**src/rtl/pil_pkg.sv**
```systemverilog
`timescale 1ns/1ps
package pil_pkg;
  typedef enum logic [1:0] {
    FORM_DISP   = 2'd0,
    FORM_SCALED = 2'd1,
    FORM_INDEX  = 2'd2,
    FORM_INDEX2 = 2'd3
  } form_e;

  typedef enum logic [1:0] {
    ST_IDLE = 2'd0,
    ST_REQ  = 2'd1,
    ST_WAIT = 2'd2
  } state_e;

  localparam int NUM_SIZES = 4;
  localparam int BASE_BITS = 8;
endpackage

```
**src/rtl/pil_offset.sv**
```systemverilog
`timescale 1ns/1ps
module pil_offset import pil_pkg::*; #(
  parameter int XLEN     = 64,
  parameter int IMM_W    = 16,
  parameter int SCALE_SH = 2
) (
  input  logic [1:0]       form,
  input  logic [IMM_W-1:0] imm,
  input  logic [XLEN-1:0]  index,
  output logic [XLEN-1:0]  offset
);
  localparam int FIELD_W = IMM_W - SCALE_SH;
  localparam int PAD_W   = XLEN - IMM_W;

  logic [XLEN-1:0] disp_ext;
  logic [XLEN-1:0] scaled_ext;

  // plain displacement, sign from the top immediate bit
  assign disp_ext   = {{PAD_W{imm[IMM_W-1]}}, imm};
  // scaled field: low FIELD_W bits shifted up, sign from the field's top bit
  assign scaled_ext = {{PAD_W{imm[FIELD_W-1]}}, imm[FIELD_W-1:0], {SCALE_SH{1'b0}}};

  always_comb begin
    case (form_e'(form))
      FORM_DISP:   offset = disp_ext;
      FORM_SCALED: offset = scaled_ext;
      default:     offset = index;
    endcase
  end
endmodule

```
**src/rtl/pil_extend.sv**
```systemverilog
`timescale 1ns/1ps
module pil_extend import pil_pkg::*; #(
  parameter int XLEN = 64
) (
  input  logic [1:0]      size,
  input  logic            sgn,
  input  logic [XLEN-1:0] raw,
  output logic [XLEN-1:0] ext
);
  logic [XLEN-1:0] lane [NUM_SIZES];

  for (genvar k = 0; k < NUM_SIZES; k++) begin : g_lane
    localparam int W       = BASE_BITS << k;
    localparam bit ALG_OK  = (k == 1) || (k == 2);
    if (W >= XLEN) begin : g_full
      assign lane[k] = raw;
    end else begin : g_part
      logic fill;
      assign fill    = ALG_OK && sgn && raw[W-1];
      assign lane[k] = {{(XLEN-W){fill}}, raw[W-1:0]};
    end
  end

  assign ext = lane[size];
endmodule

```
**src/rtl/postinc_load_unit.sv**
```systemverilog
`timescale 1ns/1ps
module postinc_load_unit import pil_pkg::*; #(
  parameter int XLEN     = 64,
  parameter int REGW     = 5,
  parameter int IMM_W    = 16,
  parameter int SCALE_SH = 2
) (
  input  logic            clk,
  input  logic            rst,
  input  logic            op_valid,
  output logic            op_ready,
  input  logic [XLEN-1:0] op_base,
  input  logic [XLEN-1:0] op_index,
  input  logic [REGW-1:0] op_ra_num,
  input  logic [REGW-1:0] op_rt_num,
  input  logic [1:0]      op_size,
  input  logic            op_signed,
  input  logic [1:0]      op_form,
  input  logic [IMM_W-1:0] op_imm,
  output logic            mem_req_valid,
  input  logic            mem_req_ready,
  output logic [XLEN-1:0] mem_req_addr,
  output logic [1:0]      mem_req_size,
  input  logic            mem_rsp_valid,
  input  logic [XLEN-1:0] mem_rsp_data,
  output logic            rt_we,
  output logic [REGW-1:0] rt_num,
  output logic [XLEN-1:0] rt_data,
  output logic            ra_we,
  output logic [REGW-1:0] ra_num,
  output logic [XLEN-1:0] ra_data,
  output logic            illegal
);
  state_e          state_q;
  logic [XLEN-1:0] addr_q, ra_new_q, rt_data_q;
  logic [1:0]      size_q;
  logic            sgn_q;
  logic [REGW-1:0] rt_num_q, ra_num_q;
  logic            illegal_q, rt_we_q, ra_we_q;

  logic [XLEN-1:0] offset;
  logic [XLEN-1:0] ext_data;
  logic            bad_op;
  logic            accept;

  pil_offset #(.XLEN(XLEN), .IMM_W(IMM_W), .SCALE_SH(SCALE_SH)) u_off (
    .form(op_form), .imm(op_imm), .index(op_index), .offset(offset)
  );

  pil_extend #(.XLEN(XLEN)) u_ext (
    .size(size_q), .sgn(sgn_q), .raw(mem_rsp_data), .ext(ext_data)
  );

  assign bad_op = (op_ra_num == '0) || (op_ra_num == op_rt_num);
  assign accept = op_valid && (state_q == ST_IDLE);

  always_ff @(posedge clk) begin
    if (rst) begin
      state_q   <= ST_IDLE;
      addr_q    <= '0;
      ra_new_q  <= '0;
      rt_data_q <= '0;
      size_q    <= '0;
      sgn_q     <= 1'b0;
      rt_num_q  <= '0;
      ra_num_q  <= '0;
      illegal_q <= 1'b0;
      rt_we_q   <= 1'b0;
      ra_we_q   <= 1'b0;
    end else begin
      illegal_q <= accept && bad_op;
      rt_we_q   <= 1'b0;
      ra_we_q   <= 1'b0;
      case (state_q)
        ST_IDLE: begin
          if (accept && !bad_op) begin
            addr_q   <= op_base;
            ra_new_q <= op_base + offset;
            size_q   <= op_size;
            sgn_q    <= op_signed;
            rt_num_q <= op_rt_num;
            ra_num_q <= op_ra_num;
            state_q  <= ST_REQ;
          end
        end
        ST_REQ: begin
          if (mem_req_ready) state_q <= ST_WAIT;
        end
        ST_WAIT: begin
          if (mem_rsp_valid) begin
            rt_data_q <= ext_data;
            rt_we_q   <= 1'b1;
            ra_we_q   <= 1'b1;
            state_q   <= ST_IDLE;
          end
        end
        default: state_q <= ST_IDLE;
      endcase
    end
  end

  assign op_ready      = (state_q == ST_IDLE);
  assign mem_req_valid = (state_q == ST_REQ);
  assign mem_req_addr  = addr_q;
  assign mem_req_size  = size_q;
  assign rt_we         = rt_we_q;
  assign rt_num        = rt_num_q;
  assign rt_data       = rt_data_q;
  assign ra_we         = ra_we_q;
  assign ra_num        = ra_num_q;
  assign ra_data       = ra_new_q;
  assign illegal       = illegal_q;

  // request starts with the untouched base operand of the accepted op
  assert_base_addr_R2: assert property (@(posedge clk) disable iff (rst)
    $rose(mem_req_valid) |-> (mem_req_addr == $past(op_base)));

  // request held steady under back-pressure
  assert_req_hold_R2: assert property (@(posedge clk) disable iff (rst)
    (mem_req_valid && !mem_req_ready) |=> (mem_req_valid && $stable(mem_req_addr)));

  // unit reports busy while a request is outstanding
  assert_busy_R1: assert property (@(posedge clk) disable iff (rst)
    $rose(mem_req_valid) |-> !op_ready);

  // rejected operation: pulse only, no side effects
  assert_reject_R9: assert property (@(posedge clk) disable iff (rst)
    (op_valid && op_ready && ((op_ra_num == '0) || (op_ra_num == op_rt_num)))
      |=> (illegal && !mem_req_valid && op_ready && !rt_we && !ra_we));

  // writebacks paired and only after a response while busy
  assert_wb_after_rsp_R10: assert property (@(posedge clk) disable iff (rst)
    rt_we |-> (ra_we && $past(mem_rsp_valid) && !$past(op_ready)));
endmodule

```
**config.mk**
```make
export PLATFORM = sky130hd
export DESIGN_NAME = postinc_load_unit
export DESIGN_NICKNAME = d
export VERILOG_FILES = /design/src/rtl/pil_pkg.sv /design/src/rtl/pil_offset.sv /design/src/rtl/pil_extend.sv /design/src/rtl/postinc_load_unit.sv
export SDC_FILE = /design/constraint.sdc
export NUM_CORES = 1
export LEC_CHECK = 0
export ABC_CLOCK_PERIOD_IN_PS = 3400
export BUFFER_PORTS_ARGS = -buffer_cell sky130_fd_sc_hd__buf_2
export CAP_MARGIN = 25
export CORE_AREA = 2 2 172 174
export DETAILED_ROUTE_END_ITERATION = 10
export DIE_AREA = 0 0 174 176
export PLACE_DENSITY = 0.73
export SLEW_MARGIN = 40
export SYNTH_ARGS = -nofsm -noshare
export SYNTH_HDL_FRONTEND = slang
export SYNTH_SLANG_ARGS = --single-unit
export TNS_END_PERCENT = 20
```
**constraint.sdc**
```tcl
create_clock -name clk -period 3.4 [get_ports clk]
set_input_delay 0.17 -clock clk [delete_from_list [all_inputs] [get_ports clk]]
set_output_delay 0.17 -clock clk [all_outputs]
set_load 0.01 [all_outputs]
```
# == Word level (Yosys, flattened, before mapping) ==
# Cells that the tools add are included.
# op_classes
muxes,9
div,0
shift,0
reduce_logical,14
add_sub_neg,1
n_mul,0
magnitude_cmp,1
eq_ne,7
n_bitwise,2
# ops
operator,n
$bmux 64 s2,1
$mux 64,2
$pmux 64 s2,1
$add 64x64->64,1
$mux 2,3
$pmux 2 s3,1
$eq 5x5->1,1
$logic_and 1x1->1,5
$logic_not 5->1,1
$eq 2x1->1 const B,2
$logic_not 2->1,2
$ne 2x1->1 const B,2
$reduce_and 2->1,2
$ge 3x3->1 const B,1
$not 2->3,1
$reduce_and 3->1,1
$eq 2x2->1 const B,1
$ne 2x2->1 const B,1
$reduce_or 2->1,1
$logic_not 1->1,1
$logic_or 1x1->1,1
$mux 1,1
$not 1->1,1
# word_totals
input_bits,228
romBits,0
latchBits,0
out_inout_bits,209
ff_bits,209
mem_bits_rw,0
memories,0

# == Depth between registers and ports, before layout ==
# logic_depth
word_depth,6
ltp_mapped,17
mapped_depth_nobuf,14

# == Modules after synthesis ==
# Synthesis repeated with hierarchy kept, for this count alone.
# unflattened
hier_cells,1704
area_unflattened_um2,12652.1
# modules_own_cells
module,area_per_inst_um2,n_inst,seq_area_each_um2,cells_each
postinc_load_unit,10934.2,1,4184.0,1464
pil_offset,1047.3,1,0.0,157
pil_extend,670.6,1,0.0,83

# == Worst setup path before layout ==
# OpenSTA, ideal clock, no wires.
# synth_path
path_kind,input-to-reg
from,in op_form[0]
to,"reg ra_new_q[52], in the netlist ra_data[52]"
arrival_ps,3473
required_ps,3269
cell_stages,15
path_slack_ps,-204
setup_time_ps,131
path_cell_list,clkbuf_1 buf_1 mux2i_1 o21ai_0 ha_1 buf_2 and4_1 or3b_4 a211oi_4 o21ai_2 a2111oi_4 o21ai_2 a21boi_1 mux2i_1 o21ai_0
# synth_between
elab_chain_len,3
elab_cells_between_ends,4
# synth_lines
element,line_no,source
"start, declared",postinc_load_unit.sv:18,"input logic [1:0] op_form,"
$eq 2x1->1 / $logic_not 2->1 (equally long branches),pil_offset.sv:24,case (form_e'(form))
$pmux 64 s2 (*),pil_offset.sv:24,
$add 64x64->64 (*),postinc_load_unit.sv:78,ra_new_q <= op_base + offset;
"end signal, assigned",postinc_load_unit.sv:78,
"end, declared",postinc_load_unit.sv:35,"logic [XLEN-1:0] addr_q, ra_new_q, rt_data_q;"
# Every way passes the cells marked *; elsewhere a longest branch is shown, timed or not.
# A chain may end at the register's enable or synchronous reset.

# == Worst setup path in the final report ==
# layout_path
from,in op_form[0]
to,"reg ra_new_q[51], in the netlist ra_data[51]"
# Same word-level chain as after synthesis.

==> flow_metrics.env <==
export IMPL_antenna_found_initial=1
export IMPL_setup_violations=0
export IMPL_hold_path_class="primary input to register"
export IMPL_cts_resized=0
export IMPL_finalInstanceArea_um2=18000
export IMPL_fin_crit_sh_pct=92.2
export IMPL_start_kind="primary input"
export IMPL_hold_viol_final=0
export IMPL_worst_pin_slew_ns=0.835
export IMPL_fin_nets=2656
export IMPL_worstSetupPathType="primary input to register"
export IMPL_syn_area_um2=12300
export IMPL_status="completed"
export IMPL_die_area_um2=30600
export IMPL_cts_buffer_depth=3
export IMPL_dpl_hpwl_mm=33.8
export IMPL_synth_nets=2024
export IMPL_hold_worst_slack_ns=0.0238
export IMPL_ys_flop_type="dfxtp_1"
export IMPL_ys_warn_count=0
export IMPL_coreArea_um2=28500
export IMPL_slew_viol_final=0
export IMPL_area_growth_pct=45.8
export IMPL_htreeDepth=1
export IMPL_relSlewSlack_pct=44.2
export IMPL_start_util_pct=43.2
export IMPL_synth_top_area_share_pct=34.0
export IMPL_drive_gt1_share_pct=27.6
export IMPL_cts_tree="yes"
export IMPL_drcViolationCount=0
export IMPL_critPathCaptureType="register"
export IMPL_max_freq_ghz=0.319
export IMPL_overflow=0
export IMPL_yosysMostFrequentCell="nand2_1"
export IMPL_syn_area_per_cell_um2=7.11
export IMPL_reg2reg_from="state_q[1]"
export IMPL_final_cells=2768
export IMPL_critPathMaxFanout=9
export IMPL_powerDensity_nw_per_um2=437
export IMPL_n_fill_cell=2497
export IMPL_async_reset_ff_share_pct=0
export IMPL_die_h_um=176
export IMPL_arrival_ns=3.55
export IMPL_dr_pass1_iters=5
export IMPL_maxCapViolCount=0
export IMPL_rows=62
export IMPL_portBuffers=436
export IMPL_required_ns=3.82
export IMPL_synth_seq_cells=209
export IMPL_cts_num_sinks=209
export IMPL_io_pins=437
export IMPL_postRouteAntennaNets=0
export IMPL_ir_drop_v=0.000371
export IMPL_ys_types=71
export IMPL_crit_start="op_form[0]"
export IMPL_wl_mm=47.9
export IMPL_rsz0062_at_grt="no"
export IMPL_synthCells=1732
export IMPL_clockRootBuffer="clkbuf_16"
export IMPL_insertion_delay_ns=0.53
export IMPL_die_w_um=174
export IMPL_place_congestion=0.984
export IMPL_initialDrtViolationCount=1083
export IMPL_yosys_top_cells_count="nand2_1, a21oi_1, dfxtp_1"
export IMPL_ys_top_cells_by_area="dfxtp_1, a21oi_1, nand2_1, ha_1, o21ai_0"
export IMPL_wl_per_cell_um=17.3
export IMPL_critPathCapture="ra_data[51]"
export IMPL_rr_endpoint="ra_data[62]"
export IMPL_yosysTopAreaCell="dfxtp_1"
export IMPL_place_area_um2=15800
export IMPL_grt_max_degree=124
export IMPL_rr_worst_depth=8
export IMPL_dp_cells=2584
export IMPL_fin_crit_ns=3.13
export IMPL_grt_pass1_wl_mm=75.5
export IMPL_ys_seq_area_share_pct=34.0
export IMPL_synth_edf_count=0
export IMPL_vias=15000
export IMPL_p_leak_nw=8.85
export IMPL_viasPerCell=5.42
export IMPL_r2r_slack_ns=1.13
export IMPL_grt_util_all_layers_pct=29.8
export IMPL_grt_pass1_vias=15000
export IMPL_fin_skew_ns=0.0103
export IMPL_numCtsBuffers=25
export IMPL_post_cts_buffers=0
export IMPL_clkSlewWorstSetupHoldPaths_ns=0.06
[report_power, final]
| group | total (mW) | switching, mW | internal, mW |
|---|---|---|---|
| combinational | 2.51 | 1.37 | 1.13 |
| sequential | 2.71 | 0.0984 | 2.62 |
| clock | 2.64 | 1.10 | 1.54 |
[logic make-up after synthesis]
kind of cell	synth area share (%)
flip-flops	34.0
adder cells (fa/ha/maj)	6.56
multiplexers	1.71
buffers and inverters	6.06
AO/OA/AOI/OAI	26.0
XOR/XNOR	3.63
AND/OR/NAND/NOR	22.1
[area by class of cell]
class,instances,area (um^2),share of cell area [%]
diodes,2,5.00,0.0279
clock inverters,12,105,0.585
inverters,73,274,1.52
repair buffers,729,4790,26.7
flip-flops and latches,209,4190,23.3
multi-input cells,1326,7420,41.3
clock buffers,33,706,3.93
well taps,384,480,2.67
[how the worst min path moves through the flow]
stage,endpoint,from,depth (start not counted)
4_1_cts,rt_data[38],mem_rsp_data[38],5
5_1_grt,rt_data[42],mem_rsp_data[42],5
6_report,rt_data[38],mem_rsp_data[38],5
3_5_place_dp,rt_data[1],mem_rsp_data[1],3
3_3_place_gp,rt_data[1],mem_rsp_data[1],3
2_1_floorplan,sgn_q,op_signed,2
[metrics by stage]
step	total power [mW]	setup WS, ns	utilization, %	setup TNS (ns)
floorplan	4.08	0.0121	-	0
global placement	5.06	-0.118	55.3	-0.651
detailed placement	5.09	-0.161	55.3	-2.05
CTS	7.87	0.378	62.9	0
global route	8.25	0.0320	62.9	0
finish	7.86	0.266	62.9	0
[sequential cells by signal (all words and copies together), names as in the netlist]
signal	cells
rt_num	5
illegal	1
rt_data	64
state_q	2
mem_req_addr	64
ra_num	5
ra_data	64
sgn_q	1
ra_we	1
mem_req_size	2
[critical path, cell delays in order]
cell and delay (ns):
buf_2 0.17, buf_4 0.16, a211oi_4 0.37, buf_4 0.24
a21oi_1 0.06, ha_1 0.30, nand2_1 0.10, or3_1 0.41
nor3_1 0.16, o21ai_0 0.24, a211oi_2 0.33, nor2_1 0.12
a311oi_2 0.29, a21oi_1 0.10, a311o_1 0.32
[repair_timing]
item | in CTS | in global routing
hold endpoints to repair | 138 | 0
endpoints found under the setup margin | 0 | 0
hold buffers | 137 | 0
[cell usage in the layout, fill, tap and decap left out, types with 21 or more instances in the layout]
cell / n
a21o_1: 41
a21oi_1: 297
buf_2: 435
buf_4: 152
clkbuf_16: 25
dfxtp_1: 208
dlygate4sd3_1: 137
ha_1: 63
inv_1: 73
mux2i_1: 21
nand2_1: 396
nand3_1: 21
nand4_1: 28
nor2_1: 100
nor3_1: 23
o21ai_0: 111
xnor2_1: 40
[routing by layer]
metal / share of wire [%] / up-vias / track usage, %
met3: 7.0 / 142 / 5.60
met1: 40 / 6993 / 33.7
met4: 4.0 / 0 / 11.2
met2: 49 / 644 / 55.6
met5: 0 / - / 0
li1: - / 7215 / -
Note: power is estimated with default switching activity, not from simulation.
